File: config.mk
export PLATFORM = sky130hd
export DESIGN_NAME = i2c_cmd_seq
export DESIGN_NICKNAME = d
export VERILOG_FILES = /design/src/rtl/i2c_cmd_seq_pkg.sv /design/src/rtl/i2c_cmd_seq_regs.sv /design/src/rtl/i2c_cmd_seq_cnt.sv /design/src/rtl/i2c_cmd_seq_fsm.sv /design/src/rtl/i2c_cmd_seq.sv
export SDC_FILE = /design/constraint.sdc
export NUM_CORES = 1
export LEC_CHECK = 0
export ABC_AREA = 0
export CAP_MARGIN = 20
export CORE_UTILIZATION = 44
export CTS_BUF_LIST = sky130_fd_sc_hd__clkbuf_8
export CTS_CLUSTER_DIAMETER = 150
export DETAILED_ROUTE_END_ITERATION = 10
export PLACE_DENSITY = 0.77
export SYNTH_ARGS = -nofsm -noshare
export SYNTH_HDL_FRONTEND = slang
export SYNTH_SLANG_ARGS = --single-unit
File: constraint.sdc
create_clock -name clk -period 2.02 [get_ports clk]
set_input_delay 0.303 -clock clk [delete_from_list [all_inputs] [get_ports clk]]
set_output_delay 0.303 -clock clk [all_outputs]
set_load 0.01 [all_outputs]
File: src/rtl/i2c_cmd_seq_pkg.sv
package i2c_cmd_seq_pkg;

    localparam logic [1:0] ADDR_MODE = 2'd0;
    localparam logic [1:0] ADDR_LEN  = 2'd1;
    localparam logic [1:0] ADDR_CTRL = 2'd2;
    localparam logic [1:0] SEQ_MODE  = 2'b01;

    typedef enum logic [1:0] {
        OP_WRITE   = 2'd0,
        OP_READ    = 2'd1,
        OP_RESTART = 2'd2,
        OP_STOP    = 2'd3
    } cmd_op_e;

    typedef enum logic [1:0] {
        ST_IDLE = 2'd0,
        ST_DATA = 2'd1,
        ST_TAIL = 2'd2
    } seq_state_e;

    typedef struct packed {
        logic stop;
        logic restart;
        logic read;
    } xfer_ctrl_t;

    function automatic xfer_ctrl_t decode_ctrl(input logic [7:0] w);
        xfer_ctrl_t c;
        c.read    = w[0];
        c.restart = w[1];
        c.stop    = w[2];
        return c;
    endfunction

    function automatic logic needs_tail(input xfer_ctrl_t c);
        return c.stop | c.restart;
    endfunction

    function automatic cmd_op_e tail_op(input xfer_ctrl_t c);
        return c.stop ? OP_STOP : OP_RESTART;
    endfunction

endpackage

File: src/rtl/i2c_cmd_seq_regs.sv
module i2c_cmd_seq_regs
    import i2c_cmd_seq_pkg::*;
#(
    parameter int LEN_W = 8
) (
    input  logic             clk,
    input  logic             rst,
    input  logic             we,
    input  logic [1:0]       addr,
    input  logic [7:0]       wdata,
    input  logic             busy,
    output logic [LEN_W-1:0] len_o,
    output xfer_ctrl_t       ctrl_o,
    output logic             start_o
);
    logic       en_q;
    logic [1:0] mode_q;
    logic       wr_ok;

    assign wr_ok   = we && !busy;
    assign start_o = wr_ok && (addr == ADDR_CTRL) && en_q && (mode_q == SEQ_MODE);

    always_ff @(posedge clk) begin
        if (rst) begin
            en_q   <= 1'b0;
            mode_q <= 2'b00;
            len_o  <= '0;
            ctrl_o <= '0;
        end else if (wr_ok) begin
            case (addr)
                ADDR_MODE: begin
                    en_q   <= wdata[0];
                    mode_q <= wdata[2:1];
                end
                ADDR_LEN:  len_o  <= LEN_W'(wdata);
                ADDR_CTRL: ctrl_o <= decode_ctrl(wdata);
                default: ;
            endcase
        end
    end

    assert_locked_len_R10: assert property (@(posedge clk) disable iff (rst)
        busy |=> $stable(len_o) || !$past(busy));

endmodule

File: src/rtl/i2c_cmd_seq_cnt.sv
module i2c_cmd_seq_cnt #(
    parameter int LEN_W = 8
) (
    input  logic             clk,
    input  logic             rst,
    input  logic             load,
    input  logic [LEN_W-1:0] len,
    input  logic             dec,
    output logic             last_o,
    output logic             zero_len_o
);
    logic [LEN_W-1:0] remain_q;

    assign last_o     = (remain_q == LEN_W'(1));
    assign zero_len_o = (len == '0);

    always_ff @(posedge clk) begin
        if (rst)       remain_q <= '0;
        else if (load) remain_q <= len;
        else if (dec)  remain_q <= remain_q - LEN_W'(1);
    end

    assert_no_underflow_R3: assert property (@(posedge clk) disable iff (rst)
        dec |-> remain_q != '0);

endmodule

File: src/rtl/i2c_cmd_seq_fsm.sv
module i2c_cmd_seq_fsm
    import i2c_cmd_seq_pkg::*;
#(
    parameter int DATA_W = 8
) (
    input  logic              clk,
    input  logic              rst,
    input  logic              start,
    input  logic              zero_len,
    input  logic              last,
    input  xfer_ctrl_t        ctrl,
    input  logic [DATA_W-1:0] tx_data,
    input  logic              tx_valid,
    output logic              tx_ready,
    output logic              cmd_valid,
    input  logic              cmd_ready,
    output cmd_op_e           cmd_op,
    output logic [DATA_W-1:0] cmd_data,
    output logic              beat_o,
    output logic              busy,
    output logic              done
);
    seq_state_e state_q;
    logic       tail_fire;

    always_comb begin
        cmd_valid = 1'b0;
        cmd_op    = OP_WRITE;
        cmd_data  = '0;
        case (state_q)
            ST_DATA: begin
                cmd_op    = ctrl.read ? OP_READ : OP_WRITE;
                cmd_valid = ctrl.read ? 1'b1 : tx_valid;
                cmd_data  = ctrl.read ? '0 : tx_data;
            end
            ST_TAIL: begin
                cmd_op    = tail_op(ctrl);
                cmd_valid = 1'b1;
            end
            default: ;
        endcase
    end

    assign beat_o    = (state_q == ST_DATA) && cmd_valid && cmd_ready;
    assign tx_ready  = (state_q == ST_DATA) && !ctrl.read && cmd_ready;
    assign tail_fire = (state_q == ST_TAIL) && cmd_ready;
    assign busy      = (state_q != ST_IDLE);

    always_ff @(posedge clk) begin
        if (rst) begin
            state_q <= ST_IDLE;
            done    <= 1'b0;
        end else begin
            done <= 1'b0;
            case (state_q)
                ST_IDLE: if (start) begin
                    if (zero_len) done    <= 1'b1;
                    else          state_q <= ST_DATA;
                end
                ST_DATA: if (beat_o && last) begin
                    if (needs_tail(ctrl)) state_q <= ST_TAIL;
                    else begin
                        state_q <= ST_IDLE;
                        done    <= 1'b1;
                    end
                end
                ST_TAIL: if (tail_fire) begin
                    state_q <= ST_IDLE;
                    done    <= 1'b1;
                end
                default: state_q <= ST_IDLE;
            endcase
        end
    end

    assert_done_idle_R8: assert property (@(posedge clk) disable iff (rst)
        done |-> !busy);
    assert_done_single_R8: assert property (@(posedge clk) disable iff (rst)
        done |=> !done);
    assert_no_empty_write_R5: assert property (@(posedge clk) disable iff (rst)
        (cmd_valid && cmd_op == OP_WRITE) |-> tx_valid);
    assert_read_no_pop_R6: assert property (@(posedge clk) disable iff (rst)
        (cmd_valid && cmd_op == OP_READ) |-> !tx_ready);
    assert_tail_op_R7: assert property (@(posedge clk) disable iff (rst)
        (state_q == ST_TAIL) |-> (cmd_op == OP_STOP || cmd_op == OP_RESTART));
    assert_hold_op_R11: assert property (@(posedge clk) disable iff (rst)
        (cmd_valid && !cmd_ready && cmd_op != OP_WRITE) |=> cmd_valid && $stable(cmd_op));

endmodule

File: src/rtl/i2c_cmd_seq.sv
module i2c_cmd_seq
    import i2c_cmd_seq_pkg::*;
#(
    parameter int DATA_W = 8,
    parameter int LEN_W  = 8
) (
    input  logic              clk,
    input  logic              rst,
    input  logic              reg_we,
    input  logic [1:0]        reg_addr,
    input  logic [7:0]        reg_wdata,
    input  logic [DATA_W-1:0] tx_data,
    input  logic              tx_valid,
    output logic              tx_ready,
    output logic              cmd_valid,
    input  logic              cmd_ready,
    output logic [1:0]        cmd_op,
    output logic [DATA_W-1:0] cmd_data,
    output logic              busy,
    output logic              done
);
    logic [LEN_W-1:0] len;
    xfer_ctrl_t       ctrl;
    logic             start, last, zero_len, beat;
    cmd_op_e          op;

    i2c_cmd_seq_regs #(.LEN_W(LEN_W)) u_regs (
        .clk(clk), .rst(rst), .we(reg_we), .addr(reg_addr), .wdata(reg_wdata),
        .busy(busy), .len_o(len), .ctrl_o(ctrl), .start_o(start)
    );

    i2c_cmd_seq_cnt #(.LEN_W(LEN_W)) u_cnt (
        .clk(clk), .rst(rst), .load(start), .len(len), .dec(beat),
        .last_o(last), .zero_len_o(zero_len)
    );

    i2c_cmd_seq_fsm #(.DATA_W(DATA_W)) u_fsm (
        .clk(clk), .rst(rst), .start(start), .zero_len(zero_len), .last(last),
        .ctrl(ctrl), .tx_data(tx_data), .tx_valid(tx_valid), .tx_ready(tx_ready),
        .cmd_valid(cmd_valid), .cmd_ready(cmd_ready), .cmd_op(op),
        .cmd_data(cmd_data), .beat_o(beat), .busy(busy), .done(done)
    );

    assign cmd_op = op;

    assert_pop_on_accept_R4: assert property (@(posedge clk) disable iff (rst)
        (tx_ready && tx_valid) |-> (cmd_valid && cmd_ready && cmd_op == 2'd0));

endmodule

==> summary.txt, run 1 <==
Status
  – Outcome: finished with violations
  – Failing checks: design-rule violations

Critical path
  – Launch point of the worst reg-to-reg path: u_fsm.state_q[0]
  – Crit-path max FO: 4
  – Critical Path Source Type: flip-flop
  – RR Endpoint: u_cnt.remain_q[5]
  – Slack of the worst reg-to-reg path: 0.08 ns
  – Required time at the worst-slack endpoint: 1.72 ns
  – Critical Setup Path Class: reg2out
  – CP Data Arrival Time: 1.67 ns
  – Worst Reg2Reg Path Length in Cells: 8
  – Worst setup EP type: primary output

CTS
  – # hold bufs at CTS: 0
  – Number of sinks driven by the clock tree: 25
  – Clock-pin slew reported for the worst setup and hold paths after clock tree synthesis: 0.09 ns
  – Clock tree from TritonCTS: built
  – TritonCTS Buffers: 3
  – Clk Latency, worst-skew pair: 0.26 ns
  – Clock Tree Buf Depth: 2
  – Clk Tree Root Cell: sky130_fd_sc_hd__clkbuf_8
  – Depth of the CTS H-tree: 1

GRT
  – Initial antenna violation count: 0
  – Sum of overflow across all layers after global routing: 0
  – Wire length of the first global-routing pass: 5.15 mm
  – Largest net degree at the start of global routing: 27
  – GRT Overall Usage: 19.7%
  – Vias in the first global route: 1223

Power
  – PwrDens: 540 nW/um^2
  – Static leakage: 0.773 nW
  – Peak supply drop: 432 uV

Layout
  – Commonest cells after routing, fill and taps aside: sky130_fd_sc_hd__clkdlybuf4s50_1, sky130_fd_sc_hd__dfxtp_1, sky130_fd_sc_hd__nand2_1
  – Ratio of cells with drive above 1 in the final layout: 14.6%
  – Diode insertion count for antenna repair: 0
  – Area growth syn-to-layout: 43.1%
  – Most common library cell in the layout ignoring fill and taps: sky130_fd_sc_hd__clkdlybuf4s50_1
  – Non-Filler Cell Area, Final: 1900 um^2
  – NumNets Final: 237
  – Fin util: 67.7%

Worst hold path
  – Min-delay worst type: reg2reg
  – Cells on Worst Hold Path: 2
  – End point of the most critical hold path: u_regs.len_o[0]
  – Hold Path Origin: u_regs.len_o[0]

Synth
  – Number of flops mapped to enable cells by yosys: 0
  – Cell count after synthesis: 157
  – Unique cell type count in the Yosys netlist: 34
  – Fraction of synthesized cell area taken by the top area cell type: 37.7%
  – Syn. warnings: 0
  – Prevailing post-synth register cell: sky130_fd_sc_hd__dfxtp_1
  – Cells taking the most area after synthesis: sky130_fd_sc_hd__dfxtp_1, sky130_fd_sc_hd__ha_1, sky130_fd_sc_hd__nand2_1
  – Net count after synthesis: 188
  – Synth Register Bits: 25
  – Synth Area per Inst: 8.46 um^2
  – Combined area of all synthesized cells: 1330 um^2
  – Asr flop ratio synth: 0%
  – Top cell type by total area after synthesis: sky130_fd_sc_hd__dfxtp_1
  – Post-synthesis sequential area ratio: 37.7%

Timing
  – Final hold violation count: 0
  – Count of endpoints failing setup in the final report: 0
  – Final Max Tran Viols: 0
  – Skew final: 0.00285 ns
  – Min Tclk post-route: 1.98 ns
  – Maximum achievable frequency: 506 MHz
  – Final worst path period share: 97.9%
  – Hold_ws: 0.478 ns
  – Actual slew at the worst max-slew pin: 0.484 ns
  – Worst-case setup margin in the final layout: 0.0424 ns
  – Normalized max-slew margin: 67.5%

Drt
  – Post-DR wirelength/cell: 13.5 um
  – DR DRC count: 8
  – Antenna violation net count after detailed routing: 0
  – Pre-Repair DR Iteration Count: 7
  – Vias after detailed routing: 1235
  – Drt initial violations: 43
  – DRT Wirelength: 3.19 mm
  – Number of vias per cell: 5.23

Floorplan
  – Die width: 56.9 um
  – Top-level I/O count: 37
  – Placement Rows: 19
  – Effective utilization at floorplan: 47.3%
  – CORE AREA: 2810 um^2
  – Die Span Y: 56.9 um
  – Die footprint: 3240 um^2

Placed design
  – Half-perimeter wire length after placement: 2.36 mm
  – Port buffer count: 36
  – Placed Area: 1770 um^2
  – Worst slack at placement: -0.0618 ns
  – Routability congestion estimate from global placement: 0.809

Flow run
  – Maximum capacitance violations: 0
==> final cells by class <==
type / instances / area [um^2]
fillers: 229 / 906
clock inverters: 1 / 5.00
repair buffers: 50 / 453
well taps: 31 / 38.8
flip-flops and latches: 25 / 504
inverters: 6 / 26.3
clock buffers: 3 / 41.3
multi-input cells: 120 / 831
==> how the worst max path moves through the flow <==
stage,from,end,slack (ns),cells past startpoint
floorplan,u_fsm.state_q[0],u_fsm.state_q[1],0.15,7
global placement,reg_addr[1],u_fsm.state_q[1],0.04,6
detailed placement,u_fsm.state_q[0],u_cnt.remain_q[5],-0.06,8
CTS,u_fsm.state_q[0],u_fsm.state_q[1],0.02,7
global route,u_fsm.state_q[0],u_cnt.remain_q[7],-0.04,8
finish,u_fsm.state_q[0],cmd_valid,0.04,6
==> timing repair <==
item	in CTS	in global routing
setup buffers	0	5
endpoints found under the hold margin	0	0
pin swaps	0	7
endpoints found under the setup margin	14	8
resized for setup	17	7
==> routing by layer <==
layer	routed length, um	vias to the layer above	track usage [%]
li1	-	633	-
met1	1340	562	22.7
met2	1660	40	38.0
met3	187	0	3.17
met4	0	0	4.18
met5	0	-	0
==> Yosys cell counts (4+ instances only) <==
| library cell | number |
|---|---|
| sky130_fd_sc_hd__clkbuf_1 | 4 |
| sky130_fd_sc_hd__nor2_1 | 19 |
| sky130_fd_sc_hd__xor2_1 | 5 |
| sky130_fd_sc_hd__ha_1 | 8 |
| sky130_fd_sc_hd__nand2_1 | 23 |
| sky130_fd_sc_hd__dfxtp_1 | 25 |
| sky130_fd_sc_hd__a21oi_1 | 10 |
| sky130_fd_sc_hd__mux2i_1 | 7 |
| sky130_fd_sc_hd__and2_1 | 10 |
| sky130_fd_sc_hd__inv_1 | 6 |
| sky130_fd_sc_hd__a211oi_1 | 8 |
==> state kept, by name (all words and copies together) (netlist names) <==
register,count
u_cnt.remain_q,8
u_regs.len_o,8
u_regs.en_q,1
u_regs.ctrl_o,3
u_fsm.state_q,2
u_regs.mode_q,2
u_fsm.done,1
==> critical path, stage by stage, from the launching register on <==
cell and delay [ns]:
sky130_fd_sc_hd__dfxtp_4 0.37, sky130_fd_sc_hd__clkinvlp_4 0.11, sky130_fd_sc_hd__buf_4 0.12, sky130_fd_sc_hd__ha_2 0.22, sky130_fd_sc_hd__inv_1 0.08, sky130_fd_sc_hd__a21boi_0 0.20, sky130_fd_sc_hd__dlygate4sd2_1 0.30
==> through the flow <==
step                      std cells  power, mW  setup TNS (ns)
after global placement          227      0.716               0
after global routing            236       1.08         -0.0918
after detailed placement        227      0.721         -0.0909
after CTS                       231       1.01               0
final                           236       1.03               0
after floorplan                 157      0.616               0
==> cells by family after synthesis <==
group	after synthesis	share of synthesized area, %
AOI/OAI and AO/OA	26	12.7
xor gates and xnor gates	7	4.62
adders and majority gates	8	7.54
buffers and inverters	12	3.58
DFF	25	37.7
muxes	7	5.28
and+or+nand+nor	72	28.6
==> report_power, final <==
group	total (mW)	internal [mW]	switching [mW]
registers	0.522	0.507	0.0147
logic	0.213	0.121	0.0925
clock network	0.290	0.138	0.153
total	1.03	0.766	0.260
Power figures use the tool's default switching activity.
==> run 2: changes to the inputs <==
- CORE_ASPECT_RATIO: default -> 1.4
==> run 2 against run 1 <==
  * The run now ends clean
  * Highest routed layer is now met4
  * Critical endpoint is now cmd_data[7]
  * Global-route usage is 2.0 points higher
  * Non-clock buffer count is 6 lower
  * Cell area is 2.2% lower
  * Maximum frequency is 3.2% higher
  * Setup slack better by 0.062 ns
==> summary.txt, run 2 (same netlist as run 1, synthesis figures left out) <==
Timing
  – Final Max Tran Viols: 0
  – Final hold violation count: 0
  – Normalized max-slew margin: 64.4%
  – Setup TNS: 0 ns
  – Maximum achievable frequency: 522 MHz
  – Final worst path period share: 94.8%
  – Skew final: 0.00155 ns
  – Hold_ws: 0.485 ns
  – Min Tclk post-route: 1.92 ns
  – Actual slew at the worst max-slew pin: 0.530 ns
  – Count of endpoints failing setup in the final report: 0

Critical path
  – RR Endpoint: u_fsm.state_q[1]
  – Sequence of cells on the critical path: inv_2 -> ha_4 -> nor2b_1 -> buf_4 -> and2_1 -> dlygate4sd2_1
  – Maximum single-stage delay on the critical path: 0.36 ns
  – Largest delay share family, worst path: buffers and inverters
  – Slack of the worst reg-to-reg path: 0.12 ns
  – Launch point of the worst reg-to-reg path: u_fsm.state_q[0]
  – Worst setup EP type: primary output
  – Critical Path Source Type: flip-flop
  – Required time at the worst-slack endpoint: 1.72 ns
  – Critical Path Slowest Stage Cell: sky130_fd_sc_hd__dfxtp_1
  – CP Data Arrival Time: 1.61 ns
  – Crit-path max FO: 9
  – Critical Setup Path Class: reg2out
  – Worst Reg2Reg Path Length in Cells: 7
  – Buffers & Inverters on Critical Path: 3

Power
  – PwrDens: 542 nW/um^2
  – Peak supply drop: 608 uV
  – Static leakage: 0.752 nW

CTS
  – Clk Latency, worst-skew pair: 0.26 ns
  – Clock Tree Buf Depth: 2
  – TritonCTS Buffers: 3
  – # hold bufs at CTS: 0
  – Depth of the CTS H-tree: 1
  – Number of sinks driven by the clock tree: 25
  – Clk Tree Root Cell: sky130_fd_sc_hd__clkbuf_8
  – Clock-pin slew reported for the worst setup and hold paths after clock tree synthesis: 0.08 ns
  – Clock tree from TritonCTS: built

Layout
  – Most common library cell in the layout ignoring fill and taps: sky130_fd_sc_hd__clkdlybuf4s50_1
  – Ratio of cells with drive above 1 in the final layout: 11.1%
  – Fill cell instance count of the final layout: 255
  – Diode insertion count for antenna repair: 0
  – Top Registers: u_cnt.remain_q (8), u_regs.len_o (8), u_regs.ctrl_o (3)
  – Non-Filler Cell Area, Final: 1860 um^2
  – Commonest cells after routing, fill and taps aside: sky130_fd_sc_hd__clkdlybuf4s50_1, sky130_fd_sc_hd__dfxtp_1, sky130_fd_sc_hd__nand2_1
  – NumNets Final: 231
  – Area growth syn-to-layout: 39.9%

Worst hold path
  – End point of the most critical hold path: u_regs.len_o[5]
  – Min-delay worst type: reg2reg
  – Cells on Worst Hold Path: 2
  – Hold Path Origin: u_regs.len_o[5]

Drt
  – Pre-Repair DR Iteration Count: 4
  – Drt initial violations: 45
  – DR DRC count: 0
  – Number of vias per cell: 5.23
  – DRT Wirelength: 3.07 mm
  – Post-DR wirelength/cell: 13.0 um
  – Vias after detailed routing: 1235
  – Antenna violation net count after detailed routing: 0

GRT
  – GRT Overall Usage: 21.7%
  – Wire length of the first global-routing pass: 5.47 mm
  – Initial antenna violation count: 0
  – Largest net degree at the start of global routing: 27
  – Vias in the first global route: 1259
  – Sum of overflow across all layers after global routing: 0

Floorplan
  – Die footprint: 3240 um^2
  – Placement Rows: 23
  – Effective utilization at floorplan: 46.1%
  – Die Span Y: 67.0 um
  – Top-level I/O count: 37
  – CORE AREA: 2880 um^2
  – Die width: 48.4 um

Placed design
  – Port buffer count: 36
  – Placed Area: 1770 um^2
  – Routability congestion estimate from global placement: 0.865
  – Half-perimeter wire length after placement: 2.38 mm

Status
  – Outcome: complete, no violations

Flow run
  – Maximum capacitance violations: 0
-- run 2: routing by layer --
metal,GRT usage [%],wire length [um],vias to the layer above
met5,0,0,-
met4,9.93,70,0
met3,4.57,137,8
met2,41.0,1580,49
met1,22.8,1270,556
li1,-,-,622
-- run 2: report_power, final --
part | switching [mW] | leakage (nW) | internal (mW) | total (mW)
logic | 0.0873 | 0.522 | 0.109 | 0.196
registers | 0.0145 | 0.203 | 0.507 | 0.522
clock network | 0.152 | 0.0269 | 0.136 | 0.288
total | 0.254 | 0.752 | 0.752 | 1.01
-- run 2: how the worst max path moves through the flow --
stage,from,endpoint,slack (ns),depth (start not counted)
finish,u_fsm.state_q[1],cmd_data[7],0.10,6
global placement,reg_addr[1],u_fsm.state_q[1],0.07,6
detailed placement,reg_addr[1],u_fsm.state_q[1],-0.002,6
global route,u_fsm.state_q[0],u_fsm.state_q[1],-0.01,7
CTS,u_fsm.state_q[0],u_fsm.state_q[1],0.02,7
floorplan,u_fsm.state_q[0],u_fsm.state_q[1],0.15,7
-- run 2: what timing repair did --
action                                  in CTS  in global routing
setup buffers                                0                  0
endpoints found under the setup margin      11                  8
pin swaps                                    0                  2
gates resized for setup                     16                  7
-- run 2: worst register-to-register path, stage by stage (launching register included) --
cell                       delay, ns
sky130_fd_sc_hd__dfxtp_4        0.39
sky130_fd_sc_hd__inv_2          0.07
sky130_fd_sc_hd__ha_4           0.28
sky130_fd_sc_hd__nand3_2        0.13
sky130_fd_sc_hd__nor3_4         0.22
sky130_fd_sc_hd__nand4b_1       0.15
sky130_fd_sc_hd__or4_1          0.50
sky130_fd_sc_hd__o31ai_1        0.08
-- run 2: per-stage QoR --
stage | instances | power [mW] | setup WS, ns | util (%)
2_1_floorplan | 157 | 0.616 | 0.150 | -
3_3_place_gp | 232 | 0.717 | 0.0698 | 61.5
3_5_place_dp | 232 | 0.723 | -0.00156 | 61.5
4_1_cts | 236 | 1.00 | 0.0207 | 63.1
5_1_grt | 236 | 1.06 | -0.0141 | 64.5
6_report | 236 | 1.01 | 0.105 | 64.5
-- run 2: final cells by class --
| type | count | area (um^2) | area share [%] |
|---|---|---|---|
| flip-flops and latches | 25 | 504 | 27.2 |
| clock inverters | 1 | 3.75 | 0.202 |
| inverters | 6 | 22.5 | 1.21 |
| clock buffers | 3 | 41.3 | 2.22 |
| well taps | 37 | 46.3 | 2.49 |
| repair buffers | 44 | 407 | 21.9 |
| multi-input cells | 120 | 832 | 44.8 |
==> run 3: changes to the inputs <==
- CTS_CLUSTER_SIZE: default -> 20
==> results of run 3 <==
Same layout as run 2: the final DEF is identical, and so are final timing and power.
